`src/rtl/pwm_pkg.sv`:
```
package pwm_pkg;

    localparam int DATA_W = 8;
    localparam int ADDR_W = 5;

    localparam logic [ADDR_W-1:0] A_ENABLE    = 5'd0;
    localparam logic [ADDR_W-1:0] A_POLARITY  = 5'd1;
    localparam logic [ADDR_W-1:0] A_CENTER    = 5'd2;
    localparam logic [ADDR_W-1:0] A_FUSE      = 5'd3;
    localparam logic [ADDR_W-1:0] A_SCALED    = 5'd4;
    localparam logic [ADDR_W-1:0] A_PRESCALE  = 5'd5;
    localparam logic [ADDR_W-1:0] A_FACTOR_A  = 5'd6;
    localparam logic [ADDR_W-1:0] A_FACTOR_B  = 5'd7;
    localparam int                PERIOD_BASE = 8;
    localparam int                DUTY_BASE   = 16;
    localparam int                BANK_B_LSB  = 4;

    typedef struct packed {
        logic en;
        logic pol;
        logic center;
        logic scaled;
    } ch_cfg_t;

    typedef enum logic {
        DIR_UP   = 1'b0,
        DIR_DOWN = 1'b1
    } dir_e;

    // Bank used by a channel: pairs alternate between bank A and bank B.
    function automatic int bank_of(input int ch);
        return (ch >> 1) & 1;
    endfunction

endpackage

```
`src/rtl/pwm_clkgen.sv`:
```
module pwm_clkgen
    import pwm_pkg::*;
#(
    parameter int EXP_W = 3,
    parameter int FAC_W = 8
) (
    input  logic             clk,
    input  logic             rst,
    input  logic [EXP_W-1:0] exp_a,
    input  logic [EXP_W-1:0] exp_b,
    input  logic [FAC_W-1:0] fac_a,
    input  logic [FAC_W-1:0] fac_b,
    output logic [1:0]       tick_base,
    output logic [1:0]       tick_scaled
);
    localparam int PRE_W = (1 << EXP_W) - 1;
    localparam int SC_W  = FAC_W + 2;

    logic [PRE_W-1:0] pre_cnt;

    always_ff @(posedge clk) begin
        if (rst) pre_cnt <= '0;
        else     pre_cnt <= pre_cnt + PRE_W'(1);
    end

    logic [EXP_W-1:0] exp_sel [2];
    logic [FAC_W-1:0] fac_sel [2];
    assign exp_sel[0] = exp_a;
    assign exp_sel[1] = exp_b;
    assign fac_sel[0] = fac_a;
    assign fac_sel[1] = fac_b;

    for (genvar b = 0; b < 2; b++) begin : g_bank
        logic [PRE_W-1:0] mask;
        logic [SC_W-1:0]  sc_cnt;
        logic [SC_W-1:0]  sc_lim;
        logic [SC_W-1:0]  fac_eff;

        always_comb begin
            for (int i = 0; i < PRE_W; i++) mask[i] = (i < int'(exp_sel[b]));
        end

        assign fac_eff = (fac_sel[b] == '0) ? SC_W'(1 << FAC_W) : SC_W'(fac_sel[b]);
        assign sc_lim  = (fac_eff << 1) - SC_W'(1);
        assign tick_base[b]   = ((pre_cnt & mask) == mask);
        assign tick_scaled[b] = tick_base[b] && (sc_cnt >= sc_lim);

        always_ff @(posedge clk) begin
            if (rst) begin
                sc_cnt <= '0;
            end else if (tick_base[b]) begin
                if (sc_cnt >= sc_lim) sc_cnt <= '0;
                else                  sc_cnt <= sc_cnt + SC_W'(1);
            end
        end
    end

endmodule

```
`src/rtl/pwm_engine.sv`:
```
module pwm_engine
    import pwm_pkg::*;
#(
    parameter int W = 16
) (
    input  logic         clk,
    input  logic         rst,
    input  logic         en,
    input  logic         tick,
    input  logic         center,
    input  logic         pol,
    input  logic [W-1:0] per_sh,
    input  logic [W-1:0] duty_sh,
    output logic         pwm
);
    logic [W-1:0] per_a;
    logic [W-1:0] duty_a;
    logic [W-1:0] cnt;
    dir_e         dir;

    logic [W-1:0] cnt_n;
    dir_e         dir_n;
    logic         wrap;

    always_comb begin
        cnt_n = cnt;
        dir_n = dir;
        wrap  = 1'b0;
        if (per_a == '0) begin
            cnt_n = '0;
            dir_n = DIR_UP;
            wrap  = 1'b1;
        end else if (!center) begin
            dir_n = DIR_UP;
            if (cnt >= per_a - W'(1)) begin
                cnt_n = '0;
                wrap  = 1'b1;
            end else begin
                cnt_n = cnt + W'(1);
            end
        end else if (dir == DIR_UP) begin
            if (cnt >= per_a - W'(1)) begin
                cnt_n = per_a;
                dir_n = DIR_DOWN;
            end else begin
                cnt_n = cnt + W'(1);
            end
        end else begin
            if (cnt <= W'(1)) begin
                cnt_n = '0;
                dir_n = DIR_UP;
                wrap  = 1'b1;
            end else begin
                cnt_n = cnt - W'(1);
            end
        end
    end

    always_ff @(posedge clk) begin
        if (rst) begin
            per_a  <= '0;
            duty_a <= '0;
            cnt    <= '0;
            dir    <= DIR_UP;
        end else if (!en) begin
            per_a  <= per_sh;
            duty_a <= duty_sh;
            cnt    <= '0;
            dir    <= DIR_UP;
        end else if (tick) begin
            cnt <= cnt_n;
            dir <= dir_n;
            if (wrap) begin
                per_a  <= per_sh;
                duty_a <= duty_sh;
            end
        end
    end

    logic active;
    always_comb begin
        if (duty_a >= per_a)      active = 1'b1;
        else if (dir == DIR_DOWN) active = (cnt <= duty_a);
        else                      active = (cnt < duty_a);
    end

    assign pwm = en && (pol ? active : !active);

endmodule

```
`src/rtl/pwm_pair.sv`:
```
module pwm_pair
    import pwm_pkg::*;
#(
    parameter int DW = 8
) (
    input  logic          clk,
    input  logic          rst,
    input  logic          fuse,
    input  ch_cfg_t       cfg_even,
    input  ch_cfg_t       cfg_odd,
    input  logic          tick_base,
    input  logic          tick_scaled,
    input  logic [DW-1:0] per_even,
    input  logic [DW-1:0] per_odd,
    input  logic [DW-1:0] duty_even,
    input  logic [DW-1:0] duty_odd,
    output logic          out_even,
    output logic          out_odd
);
    localparam int WIDE_W = 2 * DW;

    logic [WIDE_W-1:0] wide_per;
    logic [WIDE_W-1:0] wide_duty;
    logic              tick_odd;
    logic              tick_even;
    logic              en_even;
    logic              pwm_even;

    assign wide_per  = fuse ? {per_even, per_odd}   : {{DW{1'b0}}, per_odd};
    assign wide_duty = fuse ? {duty_even, duty_odd} : {{DW{1'b0}}, duty_odd};
    assign tick_odd  = cfg_odd.scaled  ? tick_scaled : tick_base;
    assign tick_even = cfg_even.scaled ? tick_scaled : tick_base;
    assign en_even   = cfg_even.en && !fuse;

    pwm_engine #(.W(WIDE_W)) u_odd (
        .clk     (clk),
        .rst     (rst),
        .en      (cfg_odd.en),
        .tick    (tick_odd),
        .center  (cfg_odd.center),
        .pol     (cfg_odd.pol),
        .per_sh  (wide_per),
        .duty_sh (wide_duty),
        .pwm     (out_odd)
    );

    pwm_engine #(.W(DW)) u_even (
        .clk     (clk),
        .rst     (rst),
        .en      (en_even),
        .tick    (tick_even),
        .center  (cfg_even.center),
        .pol     (cfg_even.pol),
        .per_sh  (per_even),
        .duty_sh (duty_even),
        .pwm     (pwm_even)
    );

    assign out_even = pwm_even && !fuse;

endmodule

```
`src/rtl/pwm_concat_top.sv`:
```
module pwm_concat_top
    import pwm_pkg::*;
#(
    parameter int NUM_CH = 8,
    parameter int EXP_W  = 3
) (
    input  logic              clk,
    input  logic              rst,
    input  logic              wr_en,
    input  logic [ADDR_W-1:0] wr_addr,
    input  logic [DATA_W-1:0] wr_data,
    output logic [NUM_CH-1:0] pwm_out
);
    localparam int NUM_PAIR = NUM_CH / 2;

    logic [NUM_CH-1:0]   en_r;
    logic [NUM_CH-1:0]   pol_r;
    logic [NUM_CH-1:0]   cen_r;
    logic [NUM_CH-1:0]   scl_r;
    logic [NUM_PAIR-1:0] fuse_r;
    logic [EXP_W-1:0]    exp_a_r;
    logic [EXP_W-1:0]    exp_b_r;
    logic [DATA_W-1:0]   fac_a_r;
    logic [DATA_W-1:0]   fac_b_r;
    logic [DATA_W-1:0]   per_sh  [NUM_CH];
    logic [DATA_W-1:0]   duty_sh [NUM_CH];

    always_ff @(posedge clk) begin
        if (rst) begin
            en_r    <= '0;
            pol_r   <= '0;
            cen_r   <= '0;
            scl_r   <= '0;
            fuse_r  <= '0;
            exp_a_r <= '0;
            exp_b_r <= '0;
            fac_a_r <= '0;
            fac_b_r <= '0;
        end else if (wr_en) begin
            case (wr_addr)
                A_ENABLE:   en_r    <= wr_data[NUM_CH-1:0];
                A_POLARITY: pol_r   <= wr_data[NUM_CH-1:0];
                A_CENTER:   cen_r   <= wr_data[NUM_CH-1:0];
                A_SCALED:   scl_r   <= wr_data[NUM_CH-1:0];
                A_FUSE:     fuse_r  <= wr_data[NUM_PAIR-1:0];
                A_PRESCALE: begin
                    exp_a_r <= wr_data[EXP_W-1:0];
                    exp_b_r <= wr_data[BANK_B_LSB +: EXP_W];
                end
                A_FACTOR_A: fac_a_r <= wr_data;
                A_FACTOR_B: fac_b_r <= wr_data;
                default: ;
            endcase
        end
    end

    for (genvar ch = 0; ch < NUM_CH; ch++) begin : g_shadow
        always_ff @(posedge clk) begin
            if (rst) begin
                per_sh[ch]  <= '0;
                duty_sh[ch] <= '0;
            end else if (wr_en) begin
                if (wr_addr == ADDR_W'(PERIOD_BASE + ch)) per_sh[ch]  <= wr_data;
                if (wr_addr == ADDR_W'(DUTY_BASE + ch))   duty_sh[ch] <= wr_data;
            end
        end
    end

    logic [1:0] tick_base;
    logic [1:0] tick_scaled;

    pwm_clkgen #(.EXP_W(EXP_W), .FAC_W(DATA_W)) u_clkgen (
        .clk         (clk),
        .rst         (rst),
        .exp_a       (exp_a_r),
        .exp_b       (exp_b_r),
        .fac_a       (fac_a_r),
        .fac_b       (fac_b_r),
        .tick_base   (tick_base),
        .tick_scaled (tick_scaled)
    );

    ch_cfg_t cfg [NUM_CH];
    for (genvar ch = 0; ch < NUM_CH; ch++) begin : g_cfg
        assign cfg[ch] = '{en: en_r[ch], pol: pol_r[ch], center: cen_r[ch], scaled: scl_r[ch]};
    end

    for (genvar k = 0; k < NUM_PAIR; k++) begin : g_pair
        localparam int BANK = bank_of(2 * k);

        pwm_pair #(.DW(DATA_W)) u_pair (
            .clk         (clk),
            .rst         (rst),
            .fuse        (fuse_r[k]),
            .cfg_even    (cfg[2*k]),
            .cfg_odd     (cfg[2*k+1]),
            .tick_base   (tick_base[BANK]),
            .tick_scaled (tick_scaled[BANK]),
            .per_even    (per_sh[2*k]),
            .per_odd     (per_sh[2*k+1]),
            .duty_even   (duty_sh[2*k]),
            .duty_odd    (duty_sh[2*k+1]),
            .out_even    (pwm_out[2*k]),
            .out_odd     (pwm_out[2*k+1])
        );
    end

endmodule

```
`config.mk`:
```
export PLATFORM = sky130hd
export DESIGN_NAME = pwm_concat_top
export DESIGN_NICKNAME = d
export VERILOG_FILES = /design/src/rtl/pwm_pkg.sv /design/src/rtl/pwm_clkgen.sv /design/src/rtl/pwm_engine.sv /design/src/rtl/pwm_pair.sv /design/src/rtl/pwm_concat_top.sv
export SDC_FILE = /design/constraint.sdc
export NUM_CORES = 2
export LEC_CHECK = 0
export BUFFER_PORTS_ARGS = -buffer_cell sky130_fd_sc_hd__buf_2
export CAP_MARGIN = 20
export CORE_ASPECT_RATIO = 1.5
export CORE_UTILIZATION = 25
export CTS_BUF_LIST = sky130_fd_sc_hd__clkbuf_8
export CTS_CLUSTER_DIAMETER = 100
export DETAILED_ROUTE_END_ITERATION = 8
export GPL_TIMING_DRIVEN = 0
export PLACE_DENSITY = 0.41
export SLEW_MARGIN = 20
export SYNTH_ARGS = -nofsm -noshare
export SYNTH_HDL_FRONTEND = slang
export SYNTH_SLANG_ARGS = --single-unit
```
`constraint.sdc`:
```
create_clock -name clk -period 3.95 [get_ports clk]
set_input_delay 0.395 -clock clk [delete_from_list [all_inputs] [get_ports clk]]
set_output_delay 0.395 -clock clk [all_outputs]
set_load 0.005 [all_outputs]
```
==> flow_summary.toml <==
[run_status]
outcome = "finished, final reports clean"

[detailed_routing]
wl_um = 123800
vias = 30107
drcViolationCount = 0
drt_iter0_drc = 1747
detail_route.wl_per_cell_um = 20.88
vias_per_cell = 5.078
ant_nets = 0
dr.pass1.iters = 5

[floorplanning]
start_util_pct = 25.14
die_h_um = 452.6
die_x_um = 302.4
ioPinCount = 24
core_um2 = 134600
die-area_um2 = 136900
rows = 165

[yosys]
ys_seq_area_share_pct = 33.90
syn-instance-count = 3956
synthArstFlopShare_pct = 0
ys_types = 91
yosys_warnings = 0
synth_flop_cell = "dfxtp_1"
synth_area_per_cell_um2 = 8.554
synth_area_um2 = 33840
synth-edff-count = 128
yosys_register_bits = 509

[setup_path]
cpPeakStageDelay_ns = 0.62
worstSetupPathType = "flop to flop"
slowest_stage = "or4_4"
r2r_setup_slack_ns = 0.12
end_kind = "flop"
crit_arrival_ns = 4.50
path_common_cell = "a211oi_2"
worstPathRequired_ns = 4.63
start_kind = "flop"
crit_chain = "or4_4 > nor3_4 > nand3_2 > xnor2_1 > ha_1 > nand4_1 > a211oi_2 > a211oi_2 > a21o_1 > a21oi_2 > buf_2 > a31oi_1 > o31ai_1"
crit_fanout = 10

[sta]
finalCriticalPeriod_ns = 3.825
finalMaxSlewViolations = 0
finalClockSkew_ns = 0.05400
tightestPinTransition_ns = 1.178
clock.fmax_mhz = 261.4
relSlewSlack_pct = 21.47
setup_viol_count_final = 0
hold_viol_final = 0
final.period_utilization_pct = 96.84

[global_route]
grtUsageTotal_pct = 17.92
grt_start_max_net_pins = 14
gr-total-overflow = 0
antenna_found_initial = 9
grt_pass1_wl_um = 187800
first_global_vias = 30341

[clock_tree]
clockBufferDepth = 3
cts_tree = "built"
clock-root-buffer = "clkbuf_8"
clk-insertion-delay-late_ns = 0.80
cts_made_buffers = 90
cts.sinks = 509
clk_pin_slew_ns = 0.06
htree_levels = 3

[power_and_ir_drop]
p_leak_nw = 15.07
ir_drop_mv = 0.2442
power_mw = 12.32
power.density_nw_per_um2 = 316.5

[worst_hold_path]
min_path_type = "input port to flop"

[finish]
areaGrowthSynthToFinish_pct = 15.04
final_layout_size_suffix_gt1_share_pct = 8.936
fin_nets = 4459
fin_cells = 5929
fin_util_pct = 28.92
fillers = 14632

[placement]
gp_congestion = 0.8805
dp.cells = 5738
port_buffers = 22
post-dp-hpwl_um = 95260

[flow_run]
drv_cap = 0
-- area by class of cell --
type	instances	area, um2	area share (%)
clock buffer	102	1404	3.606
antenna	2	5.005	0.01286
timing repair buffer	54	370.4	0.9514
tap	1753	2193	5.634
buffer	189	844.6	2.170
clock inverter	68	508.0	1.305
multi-input combinational	2986	21100	54.19
inverter	266	998.5	2.565
sequential	509	11510	29.56
-- timing repair --
action | 4_1_cts | 5_1_grt
resized for setup | 92 | 75
buffers inserted | 8 | 10
hold buffers | 8 | 0
pin swaps | 7 | 11
endpoints found under the setup margin | 268 | 217
endpoints found under the hold margin | 25 | 0
-- cell usage in the layout, fill, tap and decap left out, types with 26 or more instances in the layout --
cell      Yosys  routed
a211oi_1     46      38
and2_1      146     146
buf_2        14      36
xnor2_1     115     115
a22o_1       65      65
mux2i_1     132     130
nand2b_1     32      32
a221oi_1     28      26
or4_1        28      27
a31oi_1      36      34
nor3_1       97      86
nor4_1       59      49
nand3_1     180     177
a21o_1       52      52
inv_1       265     292
and3_1       44      44
nand2_1     269     267
nand4_1      89      89
a21oi_1     223     208
clkbuf_8      0     102
xor2_1       43      43
edfxtp_1    128     128
nor2b_1      34      34
o21ai_0     161     151
clkbuf_1    163     132
dfxtp_1     381     359
buf_4        13      38
nor2_1      352     348
ha_1        347     346
o211ai_1     50      50
-- logic make-up (layout without fill, tap and decap cells) --
kind of cell	Yosys count	count (layout)	synth area share, %
flip-flops	509	509	33.90
multiplexers	133	133	3.938
buffers and inverters	462	679	5.373
AND/OR/NAND/NOR	1425	1425	21.29
XOR/XNOR	158	158	4.089
AO/OA/AOI/OAI	921	921	18.57
adder cells (fa/ha/maj)	347	347	12.83
other	1	4	0.01108
-- synthesized netlist by cell type, drive strengths merged, types with 19 or more instances --
cell type | number | share of area (%)
a21oi | 223 | 3.3
or4 | 32 | 0.75
mux2i | 132 | 3.9
or3 | 24 | 0.44
nor2b | 34 | 0.63
and3 | 45 | 0.84
a22o | 66 | 1.7
nand4 | 89 | 1.6
nor2 | 353 | 3.9
nor4 | 61 | 1.2
nand3 | 180 | 2.7
inv | 265 | 2.9
o31ai | 26 | 0.58
a22oi | 21 | 0.47
nand2 | 269 | 3.0
xnor2 | 115 | 3.0
o21ai | 165 | 2.4
clkbuf | 165 | 1.8
a211oi | 48 | 1.1
and2 | 149 | 2.8
a21o | 52 | 1.2
o211ai | 51 | 1.2
buf | 31 | 0.58
a31oi | 37 | 0.70
dfxtp | 381 | 23
edfxtp | 128 | 11
nor3 | 99 | 1.5
o22ai | 19 | 0.35
o21a | 22 | 0.49
nand2b | 32 | 0.59
a221oi | 28 | 0.72
ha | 347 | 13
xor2 | 43 | 1.1
-- path summary, 6_finish.rpt --
path,from,depth (start not counted),end
hold / removal,wr_en,5,fuse_r[2]
setup reg to reg,g_pair[3].u_pair.u_odd.per_a[5],13,g_pair[3].u_pair.u_odd.cnt[0]
setup / recovery,g_pair[3].u_pair.u_odd.per_a[5],13,g_pair[3].u_pair.u_odd.cnt[0]
hold reg to reg,fuse_r[3],2,fuse_r[3]
-- power breakdown --
part	switching [mW]	internal, mW	leakage, nW	total [mW]
sequential	0.190	5.51	4.34	5.70
combinational	0.748	0.440	9.65	1.19
clock	2.59	2.85	1.09	5.44
-- per-layer routing --
metal	wire length, um	GRT usage (%)	vias to the layer above
li1	-	-	14827
met1	48060	19.13	14476
met2	67460	34.92	571
met3	4119	2.628	221
met4	4100	6.407	12
met5	73	0	-
-- worst max-delay path: cells and delay by family, from the launching register on --
family | cells | cell delay (ns)
AO/OA/AOI/OAI | 6 | 1.33
XOR/XNOR | 1 | 0.16
buffers and inverters | 1 | 0.32
flip-flops | 1 | 0.44
adder cells (fa/ha/maj) | 1 | 0.29
AND/OR/NAND/NOR | 4 | 1.17
-- sequential cells by signal, indices dropped and copies added, names as in the netlist, 20 cells and up --
register	cells
g_pair.u_pair.u_odd.duty_a	64
g_pair.u_pair.u_odd.cnt	64
per_sh	64
g_pair.u_pair.u_odd.per_a	64
g_pair.u_pair.u_even.cnt	32
duty_sh	64
u_clkgen.g_bank.sc_cnt	20
g_pair.u_pair.u_even.duty_a	32
g_pair.u_pair.u_even.per_a	32
-- metrics by stage --
step | setup WS [ns] | TNS, ns | hold slack [ns] | cell area (um2)
6_report | 0.1247 | 0 | 0.2620 | 38930
5_1_grt | -0.008483 | -0.02224 | 0.2781 | 38930
4_1_cts | 0.002187 | 0 | 0.1884 | 38640
3_5_place_dp | -0.9040 | -116.52 | 0.4528 | 36220
3_3_place_gp | -1.081 | -161.34 | 0.4489 | 36150
2_1_floorplan | 0.2298 | 0 | 0.4363 | 33840
(Power assumes the default switching activity.)
